### src/rtl/ect_pkg.sv
package ect_pkg;
  localparam int ECT_ADDR_W = 3;

  typedef enum logic [ECT_ADDR_W-1:0] {
    A_CTRL   = 3'd0,
    A_RELOAD = 3'd1,
    A_MATCH  = 3'd2,
    A_MASK   = 3'd3,
    A_RAW    = 3'd4,
    A_MIS    = 3'd5,
    A_CLEAR  = 3'd6,
    A_COUNT  = 3'd7
  } ect_addr_e;

  typedef enum logic [1:0] {
    SEL_RISE  = 2'b00,
    SEL_FALL  = 2'b01,
    SEL_BOTHA = 2'b10,
    SEL_BOTHB = 2'b11
  } ect_sel_e;
endpackage

### src/rtl/ect_edge.sv
module ect_edge #(
  parameter int SYNC_STAGES = 2
) (
  input  logic       clk,
  input  logic       rst_n,
  input  logic       cap_in,
  input  logic [1:0] sel,
  output logic       ev
);
  import ect_pkg::*;

  logic [SYNC_STAGES-1:0] sync_q;
  logic [1:0]             hist_q;
  logic                   synced;
  logic                   rise_ok;
  logic                   fall_ok;

  generate
    if (SYNC_STAGES == 1) begin : g_one
      always_ff @(posedge clk) begin
        if (!rst_n) sync_q <= '0;
        else        sync_q <= cap_in;
      end
    end else begin : g_chain
      always_ff @(posedge clk) begin
        if (!rst_n) sync_q <= '0;
        else        sync_q <= {sync_q[SYNC_STAGES-2:0], cap_in};
      end
    end
  endgenerate

  assign synced = sync_q[SYNC_STAGES-1];

  always_ff @(posedge clk) begin
    if (!rst_n) hist_q <= 2'b00;
    else        hist_q <= {hist_q[0], synced};
  end

  // An edge qualifies once the new level has been seen on two samples in a row.
  assign rise_ok = ~hist_q[1] &  hist_q[0] &  synced;
  assign fall_ok =  hist_q[1] & ~hist_q[0] & ~synced;

  always_comb begin
    unique case (ect_sel_e'(sel))
      SEL_RISE: ev = rise_ok;
      SEL_FALL: ev = fall_ok;
      default:  ev = rise_ok | fall_ok;
    endcase
  end


  no_back_to_back_chk: assert property (@(posedge clk) disable iff (!rst_n)
    (rise_ok | fall_ok) |=> !(rise_ok | fall_ok));
endmodule

### src/rtl/ect_counter.sv
module ect_counter #(
  parameter int CNT_W = 16
) (
  input  logic             clk,
  input  logic             rst_n,
  input  logic             en,
  input  logic             ev,
  input  logic [CNT_W-1:0] match_val,
  input  logic [CNT_W-1:0] reload_val,
  input  logic             load_now,
  input  logic [CNT_W-1:0] load_val,
  output logic [CNT_W-1:0] cnt,
  output logic             hit
);
  localparam logic [CNT_W-1:0] ONE = CNT_W'(1);

  assign hit = en && (cnt == match_val);

  always_ff @(posedge clk) begin
    if (!rst_n)            cnt <= '0;
    else if (hit)          cnt <= reload_val;
    else if (load_now)     cnt <= load_val;
    else if (en && ev)     cnt <= cnt - ONE;
  end


  dec_step_chk: assert property (@(posedge clk) disable iff (!rst_n)
    (en && ev && !hit) |=> (cnt == $past(cnt) - ONE));

  reload_on_hit_chk: assert property (@(posedge clk) disable iff (!rst_n)
    hit |=> (cnt == $past(reload_val)));

  idle_hold_chk: assert property (@(posedge clk) disable iff (!rst_n)
    (!en && !load_now) |=> $stable(cnt));
endmodule

### src/rtl/ect_regs.sv
module ect_regs #(
  parameter int CNT_W  = 16,
  parameter int ADDR_W = 3
) (
  input  logic              clk,
  input  logic              rst_n,
  input  logic              wr_en,
  input  logic [ADDR_W-1:0] wr_addr,
  input  logic [CNT_W-1:0]  wr_data,
  input  logic [ADDR_W-1:0] rd_addr,
  output logic [CNT_W-1:0]  rd_data,
  input  logic              hit,
  input  logic [CNT_W-1:0]  cnt,
  output logic              en,
  output logic [1:0]        sel,
  output logic [CNT_W-1:0]  reload_val,
  output logic [CNT_W-1:0]  match_val,
  output logic              load_now,
  output logic              irq
);
  import ect_pkg::*;

  logic mask_q;
  logic raw_q;
  logic wr_ctrl, wr_reload, wr_match, wr_mask, wr_clear;

  assign wr_ctrl   = wr_en && (wr_addr == A_CTRL);
  assign wr_reload = wr_en && (wr_addr == A_RELOAD);
  assign wr_match  = wr_en && (wr_addr == A_MATCH);
  assign wr_mask   = wr_en && (wr_addr == A_MASK);
  assign wr_clear  = wr_en && (wr_addr == A_CLEAR);

  assign load_now  = wr_reload && !en;

  always_ff @(posedge clk) begin
    if (!rst_n) begin
      en  <= 1'b0;
      sel <= 2'b00;
    end else begin
      if (wr_ctrl) sel <= wr_data[2:1];
      if (hit)          en <= 1'b0;
      else if (wr_ctrl) en <= wr_data[0];
    end
  end

  always_ff @(posedge clk) begin
    if (!rst_n) begin
      reload_val <= '0;
      match_val  <= '0;
      mask_q     <= 1'b0;
    end else begin
      if (wr_reload) reload_val <= wr_data;
      if (wr_match)  match_val  <= wr_data;
      if (wr_mask)   mask_q     <= wr_data[0];
    end
  end

  always_ff @(posedge clk) begin
    if (!rst_n)                      raw_q <= 1'b0;
    else if (hit)                    raw_q <= 1'b1;
    else if (wr_clear && wr_data[0]) raw_q <= 1'b0;
  end

  assign irq = raw_q & mask_q;

  always_comb begin
    rd_data = '0;
    unique case (ect_addr_e'(rd_addr))
      A_CTRL:   rd_data[2:0] = {sel, en};
      A_RELOAD: rd_data      = reload_val;
      A_MATCH:  rd_data      = match_val;
      A_MASK:   rd_data[0]   = mask_q;
      A_RAW:    rd_data[0]   = raw_q;
      A_MIS:    rd_data[0]   = irq;
      A_CLEAR:  rd_data      = '0;
      A_COUNT:  rd_data      = cnt;
      default:  rd_data      = '0;
    endcase
  end


  self_disable_chk: assert property (@(posedge clk) disable iff (!rst_n)
    hit |=> !en);

  raw_set_chk: assert property (@(posedge clk) disable iff (!rst_n)
    hit |=> raw_q);

  raw_clear_chk: assert property (@(posedge clk) disable iff (!rst_n)
    (wr_clear && wr_data[0] && !hit) |=> !raw_q);

  raw_keep_chk: assert property (@(posedge clk) disable iff (!rst_n)
    (raw_q && !(wr_clear && wr_data[0])) |=> raw_q);
endmodule

### src/rtl/ect_timer.sv
module ect_timer #(
  parameter int CNT_W       = 16,
  parameter int ADDR_W      = 3,
  parameter int SYNC_STAGES = 2
) (
  input  logic              clk,
  input  logic              rst_n,
  input  logic              wr_en,
  input  logic [ADDR_W-1:0] wr_addr,
  input  logic [CNT_W-1:0]  wr_data,
  input  logic [ADDR_W-1:0] rd_addr,
  output logic [CNT_W-1:0]  rd_data,
  input  logic              cap_in,
  output logic              irq
);
  logic             ev;
  logic             en;
  logic [1:0]       sel;
  logic             hit;
  logic             load_now;
  logic [CNT_W-1:0] cnt;
  logic [CNT_W-1:0] reload_val;
  logic [CNT_W-1:0] match_val;

  ect_edge #(.SYNC_STAGES(SYNC_STAGES)) u_edge (
    .clk(clk), .rst_n(rst_n), .cap_in(cap_in), .sel(sel), .ev(ev)
  );

  ect_counter #(.CNT_W(CNT_W)) u_cnt (
    .clk(clk), .rst_n(rst_n), .en(en), .ev(ev),
    .match_val(match_val), .reload_val(reload_val),
    .load_now(load_now), .load_val(wr_data),
    .cnt(cnt), .hit(hit)
  );

  ect_regs #(.CNT_W(CNT_W), .ADDR_W(ADDR_W)) u_regs (
    .clk(clk), .rst_n(rst_n), .wr_en(wr_en), .wr_addr(wr_addr),
    .wr_data(wr_data), .rd_addr(rd_addr), .rd_data(rd_data),
    .hit(hit), .cnt(cnt), .en(en), .sel(sel),
    .reload_val(reload_val), .match_val(match_val),
    .load_now(load_now), .irq(irq)
  );


  irq_mis_chk: assert property (@(posedge clk) disable iff (!rst_n)
    (rd_addr == 3'd5) |-> (rd_data[0] == irq));
endmodule

### config.mk
export PLATFORM = sky130hd
export DESIGN_NAME = ect_timer
export DESIGN_NICKNAME = d
export VERILOG_FILES = /design/src/rtl/ect_pkg.sv /design/src/rtl/ect_edge.sv /design/src/rtl/ect_counter.sv /design/src/rtl/ect_regs.sv /design/src/rtl/ect_timer.sv
export SDC_FILE = /design/constraint.sdc
export NUM_CORES = 1
export LEC_CHECK = 0
export CAP_MARGIN = 20
export CORE_UTILIZATION = 45
export CTS_CLUSTER_DIAMETER = 200
export CTS_CLUSTER_SIZE = 16
export DETAILED_ROUTE_END_ITERATION = 10
export GPL_TIMING_DRIVEN = 0
export PLACE_DENSITY_LB_ADDON = 0.2
export REMOVE_ABC_BUFFERS = 1
export SYNTH_ARGS = -nofsm -noshare
export SYNTH_HDL_FRONTEND = slang
export SYNTH_SLANG_ARGS = --single-unit
### constraint.sdc
create_clock -name clk -period 6.75 [get_ports clk]
set_input_delay 2.025 -clock clk [delete_from_list [all_inputs] [get_ports clk]]
set_output_delay 2.025 -clock clk [all_outputs]
set_load 0.01 [all_outputs]
; After elaboration in Yosys (flattened, before gate mapping)
; Index checks and enable logic that the tools add are counted.
[classes]
n_addsub = 1
eq_ne = 13
n_mux = 9
bitwise = 10
reduce_logical = 16
[ops]
columns = operator, n
row1 = $mux 16, 3
row2 = $pmux 13 s3, 1
row3 = $eq 16x16->1, 1
row4 = $sub 16x1->16 const B, 1
row5 = $eq 3x3->1 const B, 5
row6 = $eq 3x2->1 const B, 4
row7 = $logic_and 1x1->1, 9
row8 = $pmux 1 s8, 1
row9 = $pmux 2 s4, 1
row10 = $eq 3x1->1 const B, 2
row11 = $logic_not 3->1, 2
row12 = $and 1x1->1, 5
row13 = $not 1->1, 4
row14 = $reduce_bool 3->1, 1
row15 = $eq 2x1->1 const B, 1
row16 = $logic_not 2->1, 1
row17 = $mux 1, 2
row18 = $pmux 1 s2, 1
row19 = $reduce_bool 2->1, 1
row20 = $reduce_or 2->1, 1
row21 = $logic_not 1->1, 1
row22 = $or 1x1->1, 1
[word_totals]
register_bits = 57
in_bits = 26
out_inout_bits = 17
word_cells = 58

; Depth between registers and ports, before layout
; Gate-level depths: netlist (run 1).
[logic_depth]
word_depth = 9
mapped_depth = 9
depth_no_buf = 8

; By module
; A second synthesis (run 1) with hierarchy kept.
[hier_totals]
cells_unflattened = 410
hier_area_um2 = 3204.3
[by_module_without_submodules]
columns = module, n_inst, cells_per_inst, area_per_inst_um2, seq_area_each_um2
row1 = ect_regs, 1, 233, 1825.5, 740.7
row2 = ect_counter, 1, 164, 1237.4, 320.3
row3 = ect_edge, 1, 13, 141.4, 80.1

; Worst setup path after synthesis (run 1)
; Ideal clock, no wire load.
[synth_timing]
path_type = in2out
startpoint = input port rd_addr[2]
endpoint = output port rd_data[7]
arrival_ns = 3.183
required_time_ns = 4.725
slack_ns = 1.542
stages = 6
cell_sequence = clkbuf_1 -> and2_0 -> clkbuf_1 -> clkbuf_1 -> a22o_2 -> a22o_1
[synth_via]
elab_chain_len = 2
word_cells_on_any_way = 4
[synth_rtl]
columns = element, line
row1 = "start, declared", ect_timer.sv:11  ; input logic [ADDR_W-1:0] rd_addr,
row2 = "$eq 3x3->1, or another cell as far along", ect_regs.sv:68  ; unique case (ect_addr_e'(rd_addr))
row3 = $pmux 13 s3 (*), ect_regs.sv:68
row4 = "end, declared", ect_timer.sv:12  ; output logic [CNT_W-1:0] rd_data,
; Every way passes the cells marked *; elsewhere a longest branch is shown, timed or not.

; Worst setup path after layout (run 1)
[layout_timing]
startpoint = input port rd_addr[0]
endpoint = output port rd_data[6]
; The elaborated chain is that of the path after synthesis.

==> results.md, run 1 <==
* # DRC at 0
* HPWL Detailed at 6180 um
* Switching pwr at 0.1927 mW
* Sw Ratio at 0.2623
* Clock latency on the worst-skew pair at 0.34 ns
* Clock power share at 0.382
* Relative slew slack at 0.3127
* Data required, critical path at 4.72 ns
* Internal at 0.5420 mW
* Root Driver: clkbuf_8
* DR WL/cell at 16.68 um
* PostCTS Resize Cnt at 0
* Post-Syn Area at 3312 um^2
* Max-slew violations at 0
* IO buf count at 42
* Largest net degree at the start of global routing at 40
* Lkg Pwr at 1.408 nW
* Max Fclk at 153.6 MHz
* Avg Inst Size Synth at 8.078 um^2
* Ys flop type: dfxtp_1
* Final std cells w/o fill at 537
* Cts hold-fix bufs at 0
* Via count at 3024
* Fin nets at 465
* RSZ-0062 raised after global routing: no
* Period utilisation layout at 0.9645
* Post-route cell area at 3986 um^2
* Antenna Cells at 0
* Vias in the first global route at 2801
* DRT iter0 DRCs at 217
* Synth warn at 0
* Max-cap viol count at 0
* Sequential Power Share at 0.484
* Peak VDD IR at 0.1200 mV
* Synth Instances at 410
* Slew @ Worst Pin at 1.025 ns
* Clk slew on worst S/H paths at 0.06 ns
* Clk buf depth at 2
* CTS buffer count at 9
* M3 GR Usage at 0.03205
* Post-CTS Setup Bufs at 0
* Global route overflow at 0
* PwrDens at 184.3 nW/um^2
* Combinational share of power at 0.134
* Layout cells sized above 1 at 0.07937
* Total GRT Usage at 0.2473
* Core Area at 6944 um^2
* M2 GR Usage at 0.4059
* Crit end category: primary output
* Die height at 87.79 um
* First-pass GRT wire length at 14320 um
* Placed insts at 522
* Row count at 30
* Vias per cell at 5.631
* Register area share after synthesis at 0.3445
* Tmin final at 6.510 ns
* H-tree depth at 3
* Crit start category: primary input
* Leading area contributor after synthesis: dfxtp_1
* EDFF count, synth at 0
* Synth area leaders: dfxtp_1, nand2_1, a21boi_0
* Status: complete, no violations
* Sink Count at 57
* TritonCTS clock tree: built
* I/O pin count at 43
* Drt first pass iters at 4
* Final Setup Violations at 0
* Routability cong. at 0.8689
* Post-place instance area at 3816 um^2
* Routing usage on met1 at 0.3314
* Top cell type's share of synthesized area at 0.3445
* Async set-reset flop share out of synthesis at 0
* Type of the worst setup path: in -> out
* Count leader, synth: nand2_1
* DRT Wirelength at 8956 um
* Hold Crit Class: reg -> reg
* Initial antenna violation count at 0
* Fin. Hold Viols at 0
* Remaining antenna violation count at 0
* Synth cell count leaders: nand2_1, dfxtp_1, a21boi_0
* Synth cell types at 52
* Setup TNS at 0 ns
* Crit path max fanout at 22
* Setup Skew at 0.009453 ns
* Chip width at 87.79 um
* Arrival @ worst endpoint at 4.49 ns
* Die area at 7707 um^2
* #FFs+latches synth at 57
* Area Overhead vs Synth at 20.36%
* Initial Util at 0.4769
* GR peak layer: met2
==> layout by cell type, fill, tap and decap left out, types with 3 or more instances in the layout <==
cell and instances:
and2_1 5, buf_6 4, a21oi_1 7, nand3_1 16, clkbuf_8 11, nand4_1 5, mux2i_1 9, nor2_1 22
a211oi_1 6, clkdlybuf4s50_1 41, inv_1 5, a21boi_0 33, xnor2_1 17, a22o_1 28, clkbuf_1 3, o21ai_0 19
nand2b_1 7, and3_1 5, o31ai_1 6, xor2_1 7, dfxtp_1 57, nor2b_1 4, nor3_1 6, nand2_1 77
==> logic make-up after synthesis <==
group	Yosys count	share of synthesized area
simple gates	166	0.2418
fa+ha+maj	1	0.003777
flops	57	0.3445
mux	11	0.03400
compound gates	114	0.2656
xor+xnor	24	0.06347
buf+inv	37	0.04685
==> worst max-delay path: stages <==
cell and delay, ns:
clkdlybuf4s50_1 0.91, nor3b_2 0.60, buf_6 0.22, a22o_1 0.17, clkdlybuf4s50_1 0.54
==> final timing paths <==
check,start,endpoint,slack (ns),cells after the start
worst max-delay path,rd_addr[0],rd_data[6],0.24,5
worst min-delay path,u_edge.sync_q[0],u_edge.sync_q[1],0.44,1
worst max register to register,u_cnt.cnt[7],u_cnt.cnt[4],4.36,7
worst min register to register,u_edge.sync_q[0],u_edge.sync_q[1],0.44,1
==> layout make-up <==
| class | instances | area, um^2 |
|---|---|---|
| fillers | 658 | 2958 |
| multi-input cells | 316 | 2041 |
| flip-flops and latches | 57 | 1141 |
| repair buffers | 49 | 503.0 |
| clock buffers | 14 | 162.7 |
| well taps | 96 | 120.1 |
| inverters | 5 | 18.77 |
==> layer usage <==
metal / vias up / share of wire
met2: 84 / 0.46
met5: - / 0
met3: 14 / 0.054
met1: 1403 / 0.47
met4: 0 / 0.017
li1: 1523 / -
==> power by group through the flow <==
stage / Sequential [mW] / Clock [mW] / Combinational [mW]
after global routing: 0.357 / 0.297 / 0.107
after CTS: 0.356 / 0.284 / 0.0980
after global placement: 0.363 / 0 / 0.0920
after detailed placement: 0.363 / 0 / 0.0969
after floorplan: 0.360 / 0 / 0.0501
final: 0.356 / 0.280 / 0.0984
==> stage by stage <==
stage	hold WS, ns	util	setup WS, ns	total power [mW]
after CTS	0.4379	0.5730	0.2643	0.7372
after global routing	0.4595	0.5741	0.1747	0.7611
final	0.4386	0.5741	0.2400	0.7347
after global placement	0.4142	0.5351	-0.8534	0.4547
after floorplan	0.4118	-	1.587	0.4103
after detailed placement	0.4211	0.5496	0.2952	0.4600
==> sequential cells by signal, indices dropped and copies added, names as in the netlist <==
signal	cells
u_regs.mask_q	1
u_edge.sync_q	2
u_edge.hist_q	2
u_regs.sel	2
u_regs.raw_q	1
u_regs.reload_val	16
u_cnt.cnt	16
u_regs.en	1
u_regs.match_val	16
(Power assumes the default switching activity.)
==> run 2: changes to the inputs <==
--- a/config.mk
+++ b/config.mk
@@ -6,6 +6,7 @@
 export NUM_CORES = 1
 export LEC_CHECK = 0
 export CAP_MARGIN = 20
+export CORE_ASPECT_RATIO = 1.75
 export CORE_UTILIZATION = 45
 export CTS_CLUSTER_DIAMETER = 200
 export CTS_CLUSTER_SIZE = 16
==> run 2 against run 1 <==
  * Utilization fell by 0.47 points
  * Critical path depth unchanged
  * Die area grew 0.17%
  * Largest power group is now clock
==> results.md, run 2 (synthesis gave the netlist of run 1 again) <==
* Arrival @ worst endpoint at 4.41 ns
* Drt first pass iters at 4
* Tmin final at 6.431 ns
* Data required, critical path at 4.72 ns
* Clk buf depth at 2
* Critical path cell sequence: clkdlybuf4s50_1 > and2_0 > a22o_1 > a22o_1 > clkdlybuf4s50_1
* Type of the worst setup path: in -> out
* Crit-path max cell delay at 0.80 ns
* CP startpoint: rd_addr[2]
* Root Driver: clkbuf_16
* Post-route cell area at 4089 um^2
* Reg-to-Reg End: u_cnt.cnt[15]
* Final setup margin at 0.3190 ns
* Vias per cell at 5.939
* Reg-to-reg slack, setup at 4.28 ns
* Critical Path End: rd_data[13]
* Crit start category: primary input
* RSZ-0062 raised after global routing: no
* Crit end category: primary output
* Crit path buf inv count at 2
* Lkg Pwr at 1.462 nW
* Max-slew violations at 0
* Clk slew on worst S/H paths at 0.05 ns
* Fin nets at 463
* Relative slew slack at 0.2756
* Most frequent cells in the layout: nand2_1, dfxtp_1, clkdlybuf4s50_1, a21boi_0, a22o_1
* Max Fclk at 155.5 MHz
* Layout Utilization at 0.5693
* Reg area at 1141 um^2
* Routability cong. at 0.9457
* Post-place instance area at 3780 um^2
* Vias in the first global route at 3019
* # DRC at 0
* First-pass GRT wire length at 15320 um
* Global route overflow at 0
* Cts hold-fix bufs at 0
* H-tree depth at 3
* Final Setup Violations at 0
* Via count at 3130
* Total GRT Usage at 0.2713
* Top Registers: u_cnt.cnt: 16 flops, u_regs.match_val: 16 flops, u_regs.reload_val: 16 flops
* Layout cells sized above 1 at 0.08163
* Slew @ Worst Pin at 1.083 ns
* Row count at 41
* Most common cell after layout, fill and taps aside: nand2_1
* Fillcell total at 705
* Hold Worst Slack at 0.4413 ns
* Period utilisation layout at 0.9527
* Reg2reg path depth at 6
* Post-CTS Setup Bufs at 0
* Clock latency on the worst-skew pair at 0.33 ns
* Area Overhead vs Synth at 23.46%
* HPWL Detailed at 6666 um
* Initial Util at 0.4611
* Die area at 7721 um^2
* CP max stage cell: and2_0
* Chip width at 66.85 um
* Fin. Hold Viols at 0
* DR WL/cell at 18.05 um
* CTS buffer count at 9
* PostCTS Resize Cnt at 0
* IO buf count at 42
* Largest net degree at the start of global routing at 65
* Status: complete, no violations
* Die height at 115.5 um
* Core Area at 7182 um^2
* Crit path max fanout at 14
* Total power draw at 0.9180 mW
* TritonCTS clock tree: built
* Area occupied by multi-input gates at 2041 um^2
* Antenna Cells at 0
* Setup Skew at 0.006789 ns
* Sink Count at 57
* CP top delay family: buffers and inverters
* Reg2reg start: u_regs.en
* I/O pin count at 43
* Worst path depth at 5
* DRT iter0 DRCs at 245
* Initial antenna violation count at 0
* Peak VDD IR at 0.2214 mV
* DP Worst Slack at 0.3420 ns
* PwrDens at 224.5 nW/um^2
* Hold Crit Class: reg -> reg
* Max-cap viol count at 0
* Remaining antenna violation count at 0
* DRT Wirelength at 9513 um
-- run 2: report_power, final --
part / internal (mW) / switching [mW]
clock: 0.315 / 0.149
combinational: 0.0459 / 0.0514
sequential: 0.346 / 0.0109
-- run 2: cell type report --
class                   instances  area share
clock inverters                 2    0.008568
inverters                       5    0.004590
clock buffers                  14     0.06701
multi-input cells             316      0.4991
well taps                      86     0.02632
flip-flops and latches         57      0.2791
repair buffers                 47      0.1154
-- run 2: per-stage QoR --
stage | setup TNS [ns] | cells
after CTS | 0 | 527
after global routing | 0 | 527
final | 0 | 527
after floorplan | 0 | 378
after global placement | -15.73 | 506
after detailed placement | 0 | 511
-- run 2: how the worst min path moves through the flow --
| stage | from | endpoint | slack (ns) | cells after the start |
|---|---|---|---|---|
| floorplan | u_edge.sync_q[0] | u_edge.sync_q[1] | 0.41 | 1 |
| global placement | u_edge.sync_q[0] | u_edge.sync_q[1] | 0.43 | 1 |
| detailed placement | u_edge.sync_q[0] | u_edge.sync_q[1] | 0.43 | 1 |
| CTS | u_edge.sync_q[0] | u_edge.sync_q[1] | 0.45 | 1 |
| global route | u_edge.sync_q[0] | u_edge.sync_q[1] | 0.48 | 1 |
| finish | u_edge.sync_q[0] | u_edge.sync_q[1] | 0.44 | 1 |
-- run 2: metal layers --
layer / wire length (um) / track usage / vias up
li1: - / - / 1516
met5: 0 / 0 / -
met4: 306 / 0.1702 / 0
met2: 5204 / 0.4633 / 73
met3: 350 / 0.06102 / 22
met1: 3652 / 0.2951 / 1519
==> run 3: changes to the inputs <==
--- a/config.mk
+++ b/config.mk
@@ -9,7 +9,7 @@
 export CORE_ASPECT_RATIO = 1.75
 export CORE_UTILIZATION = 45
 export CTS_CLUSTER_DIAMETER = 200
-export CTS_CLUSTER_SIZE = 16
+export CTS_CLUSTER_SIZE = 12
 export DETAILED_ROUTE_END_ITERATION = 10
 export GPL_TIMING_DRIVEN = 0
 export PLACE_DENSITY_LB_ADDON = 0.2
==> results of run 3 <==
Same layout as run 2: the final DEF is identical, and so are final timing and power.
